File: config.mk
export PLATFORM = sky130hd
export DESIGN_NAME = zpe_encoder
export DESIGN_NICKNAME = d
export VERILOG_FILES = /design/src/rtl/zpe_pkg.sv /design/src/rtl/zpe_zero_detect.sv /design/src/rtl/zpe_classify.sv /design/src/rtl/zpe_pack.sv /design/src/rtl/zpe_lane_map.sv /design/src/rtl/zpe_encoder.sv
export SDC_FILE = /design/constraint.sdc
export NUM_CORES = 1
export LEC_CHECK = 0
export ABC_AREA = 1
export ABC_CLOCK_PERIOD_IN_PS = 7600
export BUFFER_PORTS_ARGS = -buffer_cell sky130_fd_sc_hd__buf_2
export CORE_ASPECT_RATIO = 0.7
export CORE_MARGIN = 2
export CORE_UTILIZATION = 49
export CTS_BUF_LIST = sky130_fd_sc_hd__clkbuf_8
export DETAILED_ROUTE_END_ITERATION = 8
export GPL_TIMING_DRIVEN = 0
export MAX_ROUTING_LAYER = met4
export PLACE_DENSITY = 0.83
export REMOVE_ABC_BUFFERS = 1
export SKIP_LAST_GASP = 1
export SLEW_MARGIN = 10
export SYNTH_ARGS = -nofsm -noshare
export SYNTH_HDL_FRONTEND = slang
export SYNTH_SLANG_ARGS = --single-unit
File: constraint.sdc
create_clock -name clk -period 7.6 [get_ports clk]
set_input_delay 0.38 -clock clk [delete_from_list [all_inputs] [get_ports clk]]
set_output_delay 0.38 -clock clk [all_outputs]
set_load 0.01 [all_outputs]
File: src/rtl/zpe_pkg.sv
package zpe_pkg;

  typedef enum logic [1:0] {
    PFX_ZERO = 2'b00,
    PFX_LOW  = 2'b01,
    PFX_PAIR = 2'b10,
    PFX_RAW  = 2'b11
  } zpe_prefix_e;

endpackage

File: src/rtl/zpe_zero_detect.sv
module zpe_zero_detect #(
  parameter int NBYTES = 8,
  parameter int BYTE_W = 8,
  localparam int W = NBYTES * BYTE_W
) (
  input  logic [W-1:0]      word,
  output logic [NBYTES-1:0] nz
);

  for (genvar b = 0; b < NBYTES; b++) begin : g_byte
    assign nz[b] = |word[b*BYTE_W +: BYTE_W];
  end

endmodule

File: src/rtl/zpe_classify.sv
module zpe_classify #(
  parameter int NBYTES = 8
) (
  input  logic [NBYTES-1:0]  nz,
  output zpe_pkg::zpe_prefix_e prefix
);
  import zpe_pkg::*;

  // Bytes that must be zero for the half-word pattern.
  function automatic logic [NBYTES-1:0] f_hi_mask();
    logic [NBYTES-1:0] m;
    for (int b = 0; b < NBYTES; b++) m[b] = (b >= NBYTES / 2);
    return m;
  endfunction

  // Bytes that must be zero for the alternating-pair pattern.
  function automatic logic [NBYTES-1:0] f_pair_mask();
    logic [NBYTES-1:0] m;
    for (int b = 0; b < NBYTES; b++) m[b] = ((b % 4) >= 2);
    return m;
  endfunction

  localparam logic [NBYTES-1:0] HI_MASK   = f_hi_mask();
  localparam logic [NBYTES-1:0] PAIR_MASK = f_pair_mask();

  always_comb begin
    if (nz == '0)                        prefix = PFX_ZERO;
    else if ((nz & HI_MASK) == '0)       prefix = PFX_LOW;
    else if ((nz & PAIR_MASK) == '0)     prefix = PFX_PAIR;
    else                                 prefix = PFX_RAW;
  end

endmodule

File: src/rtl/zpe_pack.sv
module zpe_pack #(
  parameter int NBYTES = 8,
  parameter int BYTE_W = 8,
  parameter int LEN_W  = 7,
  localparam int W  = NBYTES * BYTE_W,
  localparam int H  = NBYTES / 2,
  localparam int HW = H * BYTE_W
) (
  input  logic [W-1:0]         word,
  input  zpe_pkg::zpe_prefix_e prefix,
  output logic [W-1:0]         payload,
  output logic [LEN_W-1:0]     len
);
  import zpe_pkg::*;

  logic [HW-1:0] pair_pack;

  // Kept bytes of the pair pattern: source byte 4*(k/2) + k%2.
  for (genvar k = 0; k < H; k++) begin : g_pair
    assign pair_pack[k*BYTE_W +: BYTE_W] = word[((k / 2) * 4 + (k % 2))*BYTE_W +: BYTE_W];
  end

  always_comb begin
    unique case (prefix)
      PFX_ZERO: begin
        payload = '0;
        len     = '0;
      end
      PFX_LOW: begin
        payload = {word[HW-1:0], {HW{1'b0}}};
        len     = LEN_W'(HW);
      end
      PFX_PAIR: begin
        payload = {pair_pack, {HW{1'b0}}};
        len     = LEN_W'(HW);
      end
      default: begin
        payload = word;
        len     = LEN_W'(W);
      end
    endcase
  end

endmodule

File: src/rtl/zpe_lane_map.sv
module zpe_lane_map #(
  parameter int NBYTES = 8,
  parameter int BYTE_W = 8,
  localparam int W = NBYTES * BYTE_W
) (
  input  logic [W-1:0] word,
  output logic [W-1:0] lanes
);

  localparam int LANE_W = 2 * BYTE_W;

  for (genvar i = 0; i < NBYTES / 2; i++) begin : g_lane
    assign lanes[i*LANE_W +: LANE_W] = {word[(NBYTES-1-i)*BYTE_W +: BYTE_W],
                                        word[i*BYTE_W +: BYTE_W]};
  end

endmodule

File: src/rtl/zpe_encoder.sv
module zpe_encoder #(
  parameter int NBYTES = 8,
  parameter int BYTE_W = 8,
  localparam int W     = NBYTES * BYTE_W,
  localparam int LEN_W = $clog2(W) + 1
) (
  input  logic             clk,
  input  logic             rst_n,
  input  logic             in_valid,
  output logic             in_ready,
  input  logic [W-1:0]     in_word,
  output logic             out_valid,
  input  logic             out_ready,
  output logic [1:0]       out_prefix,
  output logic [W-1:0]     out_payload,
  output logic [LEN_W-1:0] out_len,
  output logic [W-1:0]     out_lanes
);
  import zpe_pkg::*;

  // Stage 1: word and per-byte non-zero flags
  logic              s1_v, s1_v_d;
  logic [W-1:0]      s1_word;
  logic [NBYTES-1:0] s1_nz;
  logic [NBYTES-1:0] nz_c;

  // Stage 2: classified result
  logic              s2_v, s2_v_d;
  logic [1:0]        s2_prefix;
  logic [W-1:0]      s2_payload;
  logic [LEN_W-1:0]  s2_len;
  logic [W-1:0]      s2_lanes;

  logic              s1_en, s2_en, s1_load, s2_load;
  zpe_prefix_e       prefix_c;
  logic [W-1:0]      payload_c, lanes_c;
  logic [LEN_W-1:0]  len_c;

  zpe_zero_detect #(.NBYTES(NBYTES), .BYTE_W(BYTE_W)) u_zero (
    .word (in_word),
    .nz   (nz_c)
  );

  zpe_classify #(.NBYTES(NBYTES)) u_class (
    .nz     (s1_nz),
    .prefix (prefix_c)
  );

  zpe_pack #(.NBYTES(NBYTES), .BYTE_W(BYTE_W), .LEN_W(LEN_W)) u_pack (
    .word    (s1_word),
    .prefix  (prefix_c),
    .payload (payload_c),
    .len     (len_c)
  );

  zpe_lane_map #(.NBYTES(NBYTES), .BYTE_W(BYTE_W)) u_lanes (
    .word  (s1_word),
    .lanes (lanes_c)
  );

  // Next-state logic
  always_comb begin
    s2_en   = !s2_v || out_ready;
    s1_en   = !s1_v || s2_en;
    s1_load = s1_en && in_valid;
    s2_load = s2_en && s1_v;
    s1_v_d  = s1_en ? in_valid : s1_v;
    s2_v_d  = s2_en ? s1_v     : s2_v;
  end

  // Valid registers
  always_ff @(posedge clk or negedge rst_n) begin
    if (!rst_n) begin
      s1_v <= 1'b0;
      s2_v <= 1'b0;
    end else begin
      s1_v <= s1_v_d;
      s2_v <= s2_v_d;
    end
  end

  // Stage 1 data registers
  always_ff @(posedge clk) begin
    if (s1_load) begin
      s1_word <= in_word;
      s1_nz   <= nz_c;
    end
  end

  // Stage 2 data registers
  always_ff @(posedge clk) begin
    if (s2_load) begin
      s2_prefix  <= prefix_c;
      s2_payload <= payload_c;
      s2_len     <= len_c;
      s2_lanes   <= lanes_c;
    end
  end

  assign in_ready    = s1_en;
  assign out_valid   = s2_v;
  assign out_prefix  = s2_prefix;
  assign out_payload = s2_payload;
  assign out_len     = s2_len;
  assign out_lanes   = s2_lanes;

endmodule

Yosys cells after proc, flatten, opt, wreduce, memory -nomap -nowiden
Cells that the tools add are included.

operators by class
  reduce and logical (&&, ||, !) cells = 19
  eq/ne operators = 2
  order comparisons = 0
  $add $sub $neg = 0
  multiply operators = 0
  muxes and demuxes = 5
  divide/modulo/power cells = 0
  bitwise operators = 0
  shifts and indexed selects = 0

operators by type and width
  kind                                            count
  case mux 64 bit (3 select lines)                1
  OR reduction 8 bit                              8
  zero test 8 bit                                 3
  case mux 7 bit (2 select lines)                 1
  2-to-1 mux 2 bit                                2
  == test 2 x 1 -> 1 bit (second input constant)  1
  == test 2 bit (second input constant)           1
  logical AND 1 bit                               2
  zero test 1 bit                                 2
  zero test 2 bit                                 1
  logical OR 1 bit                                2
  OR reduction 2 bit                              1
  2-to-1 mux 1 bit                                1

storage, ports and cells
  bits in read-only memories = 0
  output and inout port bits = 139
  bits in writable memories = 0
  register bits = 211
  word-level logic and storage cells = 34
  memories kept = 0
  bits in latches = 0

Longest topological paths before layout
Gate-level depths: netlist of the first run.

  depth after elaboration = 7
  mapped depth = 10

Hierarchy
A second synthesis of the first run with hierarchy kept.

unflattened totals
  cell total of the unflattened synthesis = 653
  area total of the unflattened synthesis = 8448.1 um2

by module, submodules not included
  module           instances  cells each  area each (um2)
  zpe_encoder      1          221         6371.1
  zpe_pack         1          237         1099.8
  zpe_lane_map     1          64          480.5
  zpe_zero_detect  1          120         450.4
  zpe_classify     1          11          46.3

Least setup slack after synthesis of the first run
Ideal clock, no wire load.

  kind = flip-flop to flip-flop
  start = register s2_v (netlist: out_valid)
  end = register s2_lanes[0] (netlist: out_lanes[0]), enable pin
  data required time = 6933 ps
  stages on the path, launching flop included = 2
  path buffers = 0
  arrival = 6827 ps
  path slack = 106 ps
  period minus slack after synthesis = 7494 ps
  cells stage by stage = dfrtp_1 > a21oi_1

on the way
  word-level cells in the longest chain between the ends = 3

ends and longest elaborated chain
  what                      line               source
  start: declaration        zpe_encoder.sv:28  logic s2_v, s2_v_d;
  start signal: assignment  zpe_encoder.sv:78  s2_v <= s2_v_d;
  zero test 1 bit           zpe_encoder.sv:63  s2_en = !s2_v || out_ready;
  logical OR 1 bit          zpe_encoder.sv:63
  logical AND 1 bit         zpe_encoder.sv:66  s2_load = s2_en && s1_v;
  named net s2_load         zpe_encoder.sv:34  logic s1_en, s2_en, s1_load, s2_load;
  end signal: assignment    zpe_encoder.sv:96  s2_lanes <= lanes_c;
  end: declaration          zpe_encoder.sv:32  logic [W-1:0] s2_lanes;

The timed path passes the listed nets, and every way through them passes these cells.
A chain may end at the register's enable or synchronous reset.

Worst setup path after layout of the first run
  start = register s1_nz[4]
  end = register s2_payload[33] (netlist: out_payload[33]) (data pin)

on the way
  word-level cells in the longest chain between the ends = 5

ends and longest elaborated chain
  what                                         line                source
  start: declaration                           zpe_encoder.sv:24   logic [NBYTES-1:0] s1_nz;
  start signal: assignment                     zpe_encoder.sv:86   s1_nz <= nz_c;
  zero test 8 bit                              zpe_classify.sv:28  else if ((nz & HI_MASK) == '0) prefix = PFX_LOW;
  2-to-1 mux 2 bit                             zpe_classify.sv:28
  2-to-1 mux 2 bit (*)                         zpe_classify.sv:27  if (nz == '0) prefix = PFX_ZERO;
  named net prefix_c[0]                        zpe_encoder.sv:35   zpe_prefix_e prefix_c;
  == test 2 bit, or another cell as far along  zpe_pack.sv:24      unique case (prefix)
  case mux 64 bit (3 select lines) (*)         zpe_pack.sv:24
  named net payload_c[33]                      zpe_encoder.sv:36   logic [W-1:0] payload_c, lanes_c;
  end signal: assignment                       zpe_encoder.sv:94   s2_payload <= payload_c;
  end: declaration                             zpe_encoder.sv:30   logic [W-1:0] s2_payload;

Mark *: on every way through the listed nets, which the timed path passes. The rest lies on a longest branch.

==> results of run 1 <==
-- critical path, stage by stage, from the launching register on --
cell and delay [ns]:
edfxtp_1 0.41, nor2_1 0.17, o21ai_0 0.14, nand3_1 0.12, ha_1 0.68, inv_1 0.12
nand2_2 0.33, nand3_1 0.18, nand2_1 0.12
-- cells by family after synthesis --
| kind of cell | after synthesis |
|---|---|
| AOI/OAI and AO/OA | 2 |
| adders and majority gates | 1 |
| buffers and inverters | 75 |
| DFF | 206 |
| other | 1 |
| and+or+nand+nor | 215 |
-- Yosys cell counts (all sizes together) --
cell type | instances | share of area (%)
nor4 | 16 | 1.3
dfrtp | 2 | 0.67
nand3 | 19 | 1.3
conb | 1 | 0.051
o21ai | 1 | 0.067
nand2 | 81 | 4.2
a21oi | 1 | 0.067
buf | 17 | 1.5
clkbuf | 1 | 0.051
inv | 57 | 2.9
ha | 1 | 0.17
edfxtp | 204 | 83
nor2 | 99 | 5.1
-- stage by stage --
| stage | utilization, % | setup TNS (ns) | hold slack, ns |
|---|---|---|---|
| after CTS | 64.3 | 0 | 0.000459 |
| after global routing | 65.3 | 0 | 0.00185 |
| after floorplan | - | 0 | 0.0844 |
| after detailed placement | 59.3 | 0 | 0.173 |
| after global placement | 58.1 | -314.09 | 0.166 |
| final | 65.3 | 0 | 0.0352 |
-- per-layer routing --
metal	share of wire, %	vias up
met5	0	-
li1	-	2238
met1	40	2306
met3	11	38
met4	1.9	0
met2	47	264
-- timing repair --
item / in CTS / in global routing
setup endpoints to repair: 0 / 0
endpoints found under the hold margin: 21 / 14
hold buffers: 20 / 14
-- sequential cells by signal, summed over array words and instances (netlist names) --
register     flops
out_lanes       64
out_len          2
out_payload     64
out_prefix       2
out_valid        1
s1_nz            8
s1_v             1
s1_word         64
-- worst paths after layout --
check                            start              end  cells after the start
hold / removal             in_word[31]      s1_word[31]                      1
min in group asynchronous        rst_n             s1_v                      2
setup / recovery              s1_nz[4]  out_payload[33]                      8
max in group asynchronous        rst_n        out_valid                      2
setup reg to reg              s1_nz[4]  out_payload[33]                      8
hold reg to reg            s1_word[57]     out_lanes[9]                      0
-- power groups by stage --
| stage | combinational (W) | clock, W | sequential, W |
|---|---|---|---|
| after floorplan | 0.0000590 | 0 | 0.00149 |
| after global placement | 0.000202 | 0 | 0.00146 |
| after detailed placement | 0.000233 | 0 | 0.00144 |
| after CTS | 0.000242 | 0.000806 | 0.00141 |
| after global routing | 0.000268 | 0.000853 | 0.00142 |
| final | 0.000247 | 0.000788 | 0.00141 |
-- final cells by class --
cell class                 instances  area (sq um)  area share, %
clock buffer                      31           427           4.43
clock inverter                    26           111           1.15
timing repair buffer             242          1520           15.7
sequential                       206          6180           64.1
inverter                          57           216           2.25
multi-input combinational        223           951           9.86
tap                              195           244           2.53
==> summary.md, run 1 <==
| Metric | Value |
|---|---|
| Leakage power | `3.97 nW` |
| Slew @ Worst Pin | `0.800 ns` |
| GR Layer Usage met1 | `between 20% and 30%` |
| CP max FO | `17` |
| Drt via density | `roughly 4.9` |
| Layout cell share with drive strength beyond 1 | `32.4%` |
| Synth Cell Area | `0.00742 sq mm` |
| Flop2flop setup slack | `5.19 ns` |
| CTS sink count | `206` |
| Routed WL | `17.6 mm` |
| Max transition margin | `46.7%` |
| CTS tree | `yes` |
| Largest net degree at the start of global routing | `between 50 and 60` |
| Port bufs | `201` |
| Design Power | `0.00245 W` |
| Fillers | `1,055` |
| Compound-Gate Fraction of Synth Area | `less than 1%` |
| CTS root buffer | `clkbuf_8` |
| Post-route DRC | `0` |
| Clock share of power | `about 32%` |
| Vias | `4,846` |
| Register area share after synthesis | `between 80 and 90%` |
| Layer with the highest usage | `met2` |
| Nets | `slightly above 800` |
| IO Pins | `207` |
| Fraction of the mapped netlist area in simple logic gates | `12.0%` |
| Clock Path Buffers | `3` |
| Initial Util | `between 50% and 60%` |
| Post-DP HPWL | `11.8 mm` |
| Design Area, Final | `0.00964 sq mm` |
| Peak Freq | `415 MHz` |
| Required @ worst endpoint | `8.01 ns` |
| Peak VDD IR | `slightly below 0.2 mV` |
| PnR worst setup slack | `5.19 ns` |
| Initial antenna violation count | `0` |
| Final worst-path cycle share | `31.7%` |
| CP Capture Type | `flip-flop` |
| Clock-pin slew on the worst setup and hold paths | `0.07 ns` |
| Largest family of logic cells by synthesized area | `simple AND/OR/NAND/NOR gates` |
| M3 GR Usage | `7.32%` |
| Final Hold Fails | `0` |
| Post_cts resized | `0` |
| H-tree depth | `1` |
| Mapped Cells | `500` |
| Worst EP arrival | `2.82 ns` |
| Grt met2 use | `around 34%` |
| Die W | `151 um` |
| Max-slew violations | `0` |
| GPL Wtd Cong | `~0.80` |
| Commonest cells after routing, fill and taps aside | `edfxtp_1 (204), buf_2 (201), nor2_1 (97)` |
| Worst setup SP type | `flip-flop` |
| Synthesized-area fraction occupied by adder cells | `0.169%` |
| Crit Path Class | `reg2reg` |
| DIE AREA | `0.0162 sq mm` |
| Area delta synth->final | `29.9%` |
| Final count of negative-setup-slack endpoints | `0` |
| Switching power | `0.000595 W` |
| Die Y | `107 um` |
| Core area | `0.0148 sq mm` |
| Overall routing resource usage | `between 20 and 25%` |
| Final Skew | `approximately 0.018 ns` |
| Logic pwr share | `10.1%` |
| Routed len/inst | `17.9 um` |
| Worst hold path class | `in2reg` |
| DR iter-0 viols | `292` |
| Sw Ratio | `24.3%` |
| Final Critical Period | `2.41 ns` |
| RSZ-0062 raised after global routing | `false` |
| Mean post-synth cell area | `14.8 sq um` |
| Max-Cap Viols | `0` |
| Ys Warns | `0` |
| Total CTS buffers | `31` |
| Final non-filler cell total | `980` |
| Worst-Skew Late Latency | `0.55 ns` |
| TritonRoute pass-1 iters | `5` |
| ANT cells | `0` |
| Flip-flop and latch count after synthesis | `around 210` |
| Num rows | `37` |
| Placed insts | `889` |
| Multiplexer area fraction after synthesis | `0%` |
| Commonest non-fill, non-tap cell in the layout | `edfxtp_1` |
| Detail Route Antenna Nets | `0` |
| Power per cell area | `254 mW/mm^2` |
| Placement Cell Area | `approximately 0.0088 sq mm` |
| Internal power | `roughly 0.0019 W` |
| Grt ovf | `0` |
| Synth Area in XOR/XNOR | `0%` |
| Synth unique cells | `19` |
| Seq pwr share | `approximately 58%` |
| Status | `completed` |
| First-pass GRT wire length | `25.1 mm` |
| Place WS | `5.23 ns` |
| Postcts setup bufs | `0` |
| Vias in the first global route | `4,755` |
(Power assumes the default switching activity.)
==> inputs of run 2 (changes only) <==
ABC_CLOCK_PERIOD_IN_PS = 2300   (was 7600)
CORE_UTILIZATION = 54   (was 49)
PLACE_DENSITY = 0.86   (was 0.83)
clock period = 2.3 ns   (was 7.6 ns; I/O delays follow)
==> summary.md, run 2 (same netlist as run 1, synthesis figures left out) <==
| Metric | Value |
|---|---|
| Status | `completed` |
| Worst-Skew Late Latency | `0.54 ns (about the same)` |
| Clock-pin slew on the worst setup and hold paths | `0.07 ns (about the same)` |
| Worst setup SP type | `flip-flop` |
| Largest net degree at the start of global routing | `49 (-16%)` |
| Leakage power | `4.13 nW (+4.1%)` |
| Num rows | `35 (-5.4%)` |
| Sw Ratio | `23.9% (-0.37 points)` |
| Final Critical Period | `2.10 ns (-0.315 ns)` |
| CTS root buffer | `clkbuf_8` |
| Layout cell share with drive strength beyond 1 | `31.2% (-1.1 points)` |
| Routed WL | `19.0 mm (+8.2%)` |
| ANT cells | `0 (unchanged)` |
| CTS tree | `yes` |
| DIE AREA | `0.0147 sq mm (-9.0%)` |
| Final Hold Fails | `0 (unchanged)` |
| Finished Core Util | `75.4% (+10 points)` |
| Worst hold path class | `in2reg` |
| Post-route DRC | `0 (unchanged)` |
| Slew @ Worst Pin | `0.644 ns (-0.156 ns)` |
| Reg-to-Reg Start | `s1_nz[4]` |
| CP peak stage delay | `0.43 ns (-0.25 ns)` |
| CTS sink count | `206 (unchanged)` |
| Grt ovf | `0 (unchanged)` |
| First-pass GRT wire length | `27.7 mm (+10%)` |
| PnR worst setup slack | `0.204 ns (-4.98 ns)` |
| Final count of negative-setup-slack endpoints | `0 (unchanged)` |
| RSZ-0062 raised after global routing | `false` |
| IO Pins | `207 (unchanged)` |
| Clock Path Buffers | `3 (unchanged)` |
| H-tree depth | `1 (unchanged)` |
| Detail Route Antenna Nets | `0 (unchanged)` |
| Routed len/inst | `19.0 um (+5.8%)` |
| FF-to-FF End | `out_payload[42]` |
| Postcts setup bufs | `0 (unchanged)` |
| Drt via density | `5.04 (+1.9%)` |
| Place WS | `0.00984 ns (-5.22 ns)` |
| Worst EP arrival | `2.48 ns (-0.34 ns)` |
| Peak VDD IR | `0.706 mV (+260%)` |
| Crit Path Class | `reg2reg` |
| CP max FO | `17 (unchanged)` |
| Max transition margin | `57.0% (+10 points)` |
| Critical path endpoint | `out_payload[42]` |
| Max-slew violations | `0 (unchanged)` |
| Total CTS buffers | `30 (-3.2%)` |
| Commonest cells after routing, fill and taps aside | `edfxtp_1 (204), buf_2 (201), nor2_1 (97)` |
| CP startpoint | `s1_nz[4]` |
| Clock share of power | `33.2% (+1.0 points)` |
| Commonest non-fill, non-tap cell in the layout | `edfxtp_1` |
| WHS | `0.304 ns (+0.269 ns)` |
| Die Y | `102 um (-4.6%)` |
| Cells along the critical path | `nor2_1 -> o21ai_0 -> nand3_1 -> ha_4 -> inv_1 -> nand2_2 -> nand3_1 -> nand2_1` |
| Port bufs | `201 (unchanged)` |
| Internal power | `0.00633 W (+240%)` |
| Vias | `5,050 (+4.2%)` |
| Logic pwr share | `10.6% (+0.5 points)` |
| Vias in the first global route | `5,252 (+10%)` |
| Fillers | `747 (-29%)` |
| Required @ worst endpoint | `2.68 ns (-5.33 ns)` |
| Final worst-path cycle share | `91.1% (+59 points)` |
| Peak Freq | `477 MHz (+15%)` |
| Final Skew | `0.0225 ns (+0.00398 ns)` |
| Most frequent CP cell | `nand3_1` |
| Overall routing resource usage | `26.5% (+4.8 points)` |
| Initial antenna violation count | `0 (unchanged)` |
| CP max stage cell | `edfxtp_1` |
| Die W | `144 um (-4.6%)` |
| Initial Util | `55.9% (+5.7 points)` |
| DR iter-0 viols | `255 (-13%)` |
| Power per cell area | `832 mW/mm^2 (+230%)` |
| Area delta synth->final | `34.8%` |
| GPL Wtd Cong | `0.833 (+4.0%)` |
| Reg2reg path depth | `8 (unchanged)` |
| Max-Cap Viols | `0 (unchanged)` |
| Core area | `0.0133 sq mm (-10%)` |
| Switching power | `0.00199 W (+230%)` |
| Flop2flop setup slack | `0.20 ns (-4.98 ns)` |
| Post-DP HPWL | `11.3 mm (-3.8%)` |
| Seq pwr share | `56.3% (-1.4 points)` |
| CP Capture Type | `flip-flop` |
| Nets | `863 (+4.0%)` |
| TritonRoute pass-1 iters | `5 (unchanged)` |
## run 2: cell types whose count changed in the layout (fill, tap and decap cells not counted)
cell,previous run,this run
dlygate4sd3_1,34,68
clkinv_1,8,4
clkbuf_8,31,33
inv_1,67,69
buf_12,3,4
buf_16,4,3
bufinv_16,0,1
clkinv_2,4,3
clkinv_4,1,0
clkinvlp_4,1,0
ha_1,1,0
ha_4,0,1
## run 2: final cells by class
class,count,area (sq um),area share [%]
Clock inverter,22,113,1.13
Timing Repair Buffer,276,1850,18.5
Tap cell,185,231,2.31
Multi-Input combinational cell,223,963,9.63
Sequential cell,206,6180,61.7
Inverter,57,216,2.16
Clock buffer,33,454,4.54
## run 2: how the worst min path moves through the flow
stage               depth (start not counted)  slack [ns]         from          end
finish                                      2        0.30   in_word[9]   s1_word[9]
global route                                2        0.28   in_word[9]   s1_word[9]
CTS                                         2        0.27  in_word[26]  s1_word[26]
detailed placement                          1        -0.1        rst_n         s1_v
global placement                            1        -0.1        rst_n         s1_v
floorplan                                   0       -0.18        rst_n    out_valid
## run 2: layer usage
metal / part of all wire (%) / track usage (%) / vias to the layer above / wire (um)
met5: 0 / - / - / 0
met4: 2.4 / 7.62 / 0 / 452
met3: 11 / 7.73 / 42 / 2020
met2: 50 / 45.6 / 330 / 9520
met1: 37 / 30.7 / 2380 / 7000
li1: - / - / 2298 / -
## run 2: per-stage QoR
step | std cells | power [W] | area [sq um] | TNS, ns
finish | 1002 | 0.00832 | 10000 | 0
global route | 1002 | 0.00860 | 10000 | 0
CTS | 1002 | 0.00830 | 9990 | 0
detailed placement | 879 | 0.00551 | 8740 | 0
global placement | 872 | 0.00548 | 8560 | -1001.95
floorplan | 486 | 0.00511 | 7320 | -702.00
## run 2: critical path, delay by kind of cell, from the launching register on
kind,cells,cell delay [ns]
DFF,1,0.43
and+or+nand+nor,5,0.98
adders and majority gates,1,0.31
buffers and inverters,1,0.08
AOI/OAI and AO/OA,1,0.12
## run 2: timing repair
action                                  4_1_cts  5_1_grt
resized for setup                             1        1
hold endpoints to repair                     76        0
hold buffers                                 68        0
endpoints found under the setup margin        1        1
## run 2: power groups by stage
stage / registers (W) / clock network, W / logic [W]
3_3_place_gp: 0.00483 / 0 / 0.000659
5_1_grt: 0.00470 / 0.00295 / 0.000944
4_1_cts: 0.00467 / 0.00277 / 0.000854
2_1_floorplan: 0.00491 / 0 / 0.000195
3_5_place_dp: 0.00474 / 0 / 0.000762
6_report: 0.00468 / 0.00276 / 0.000878
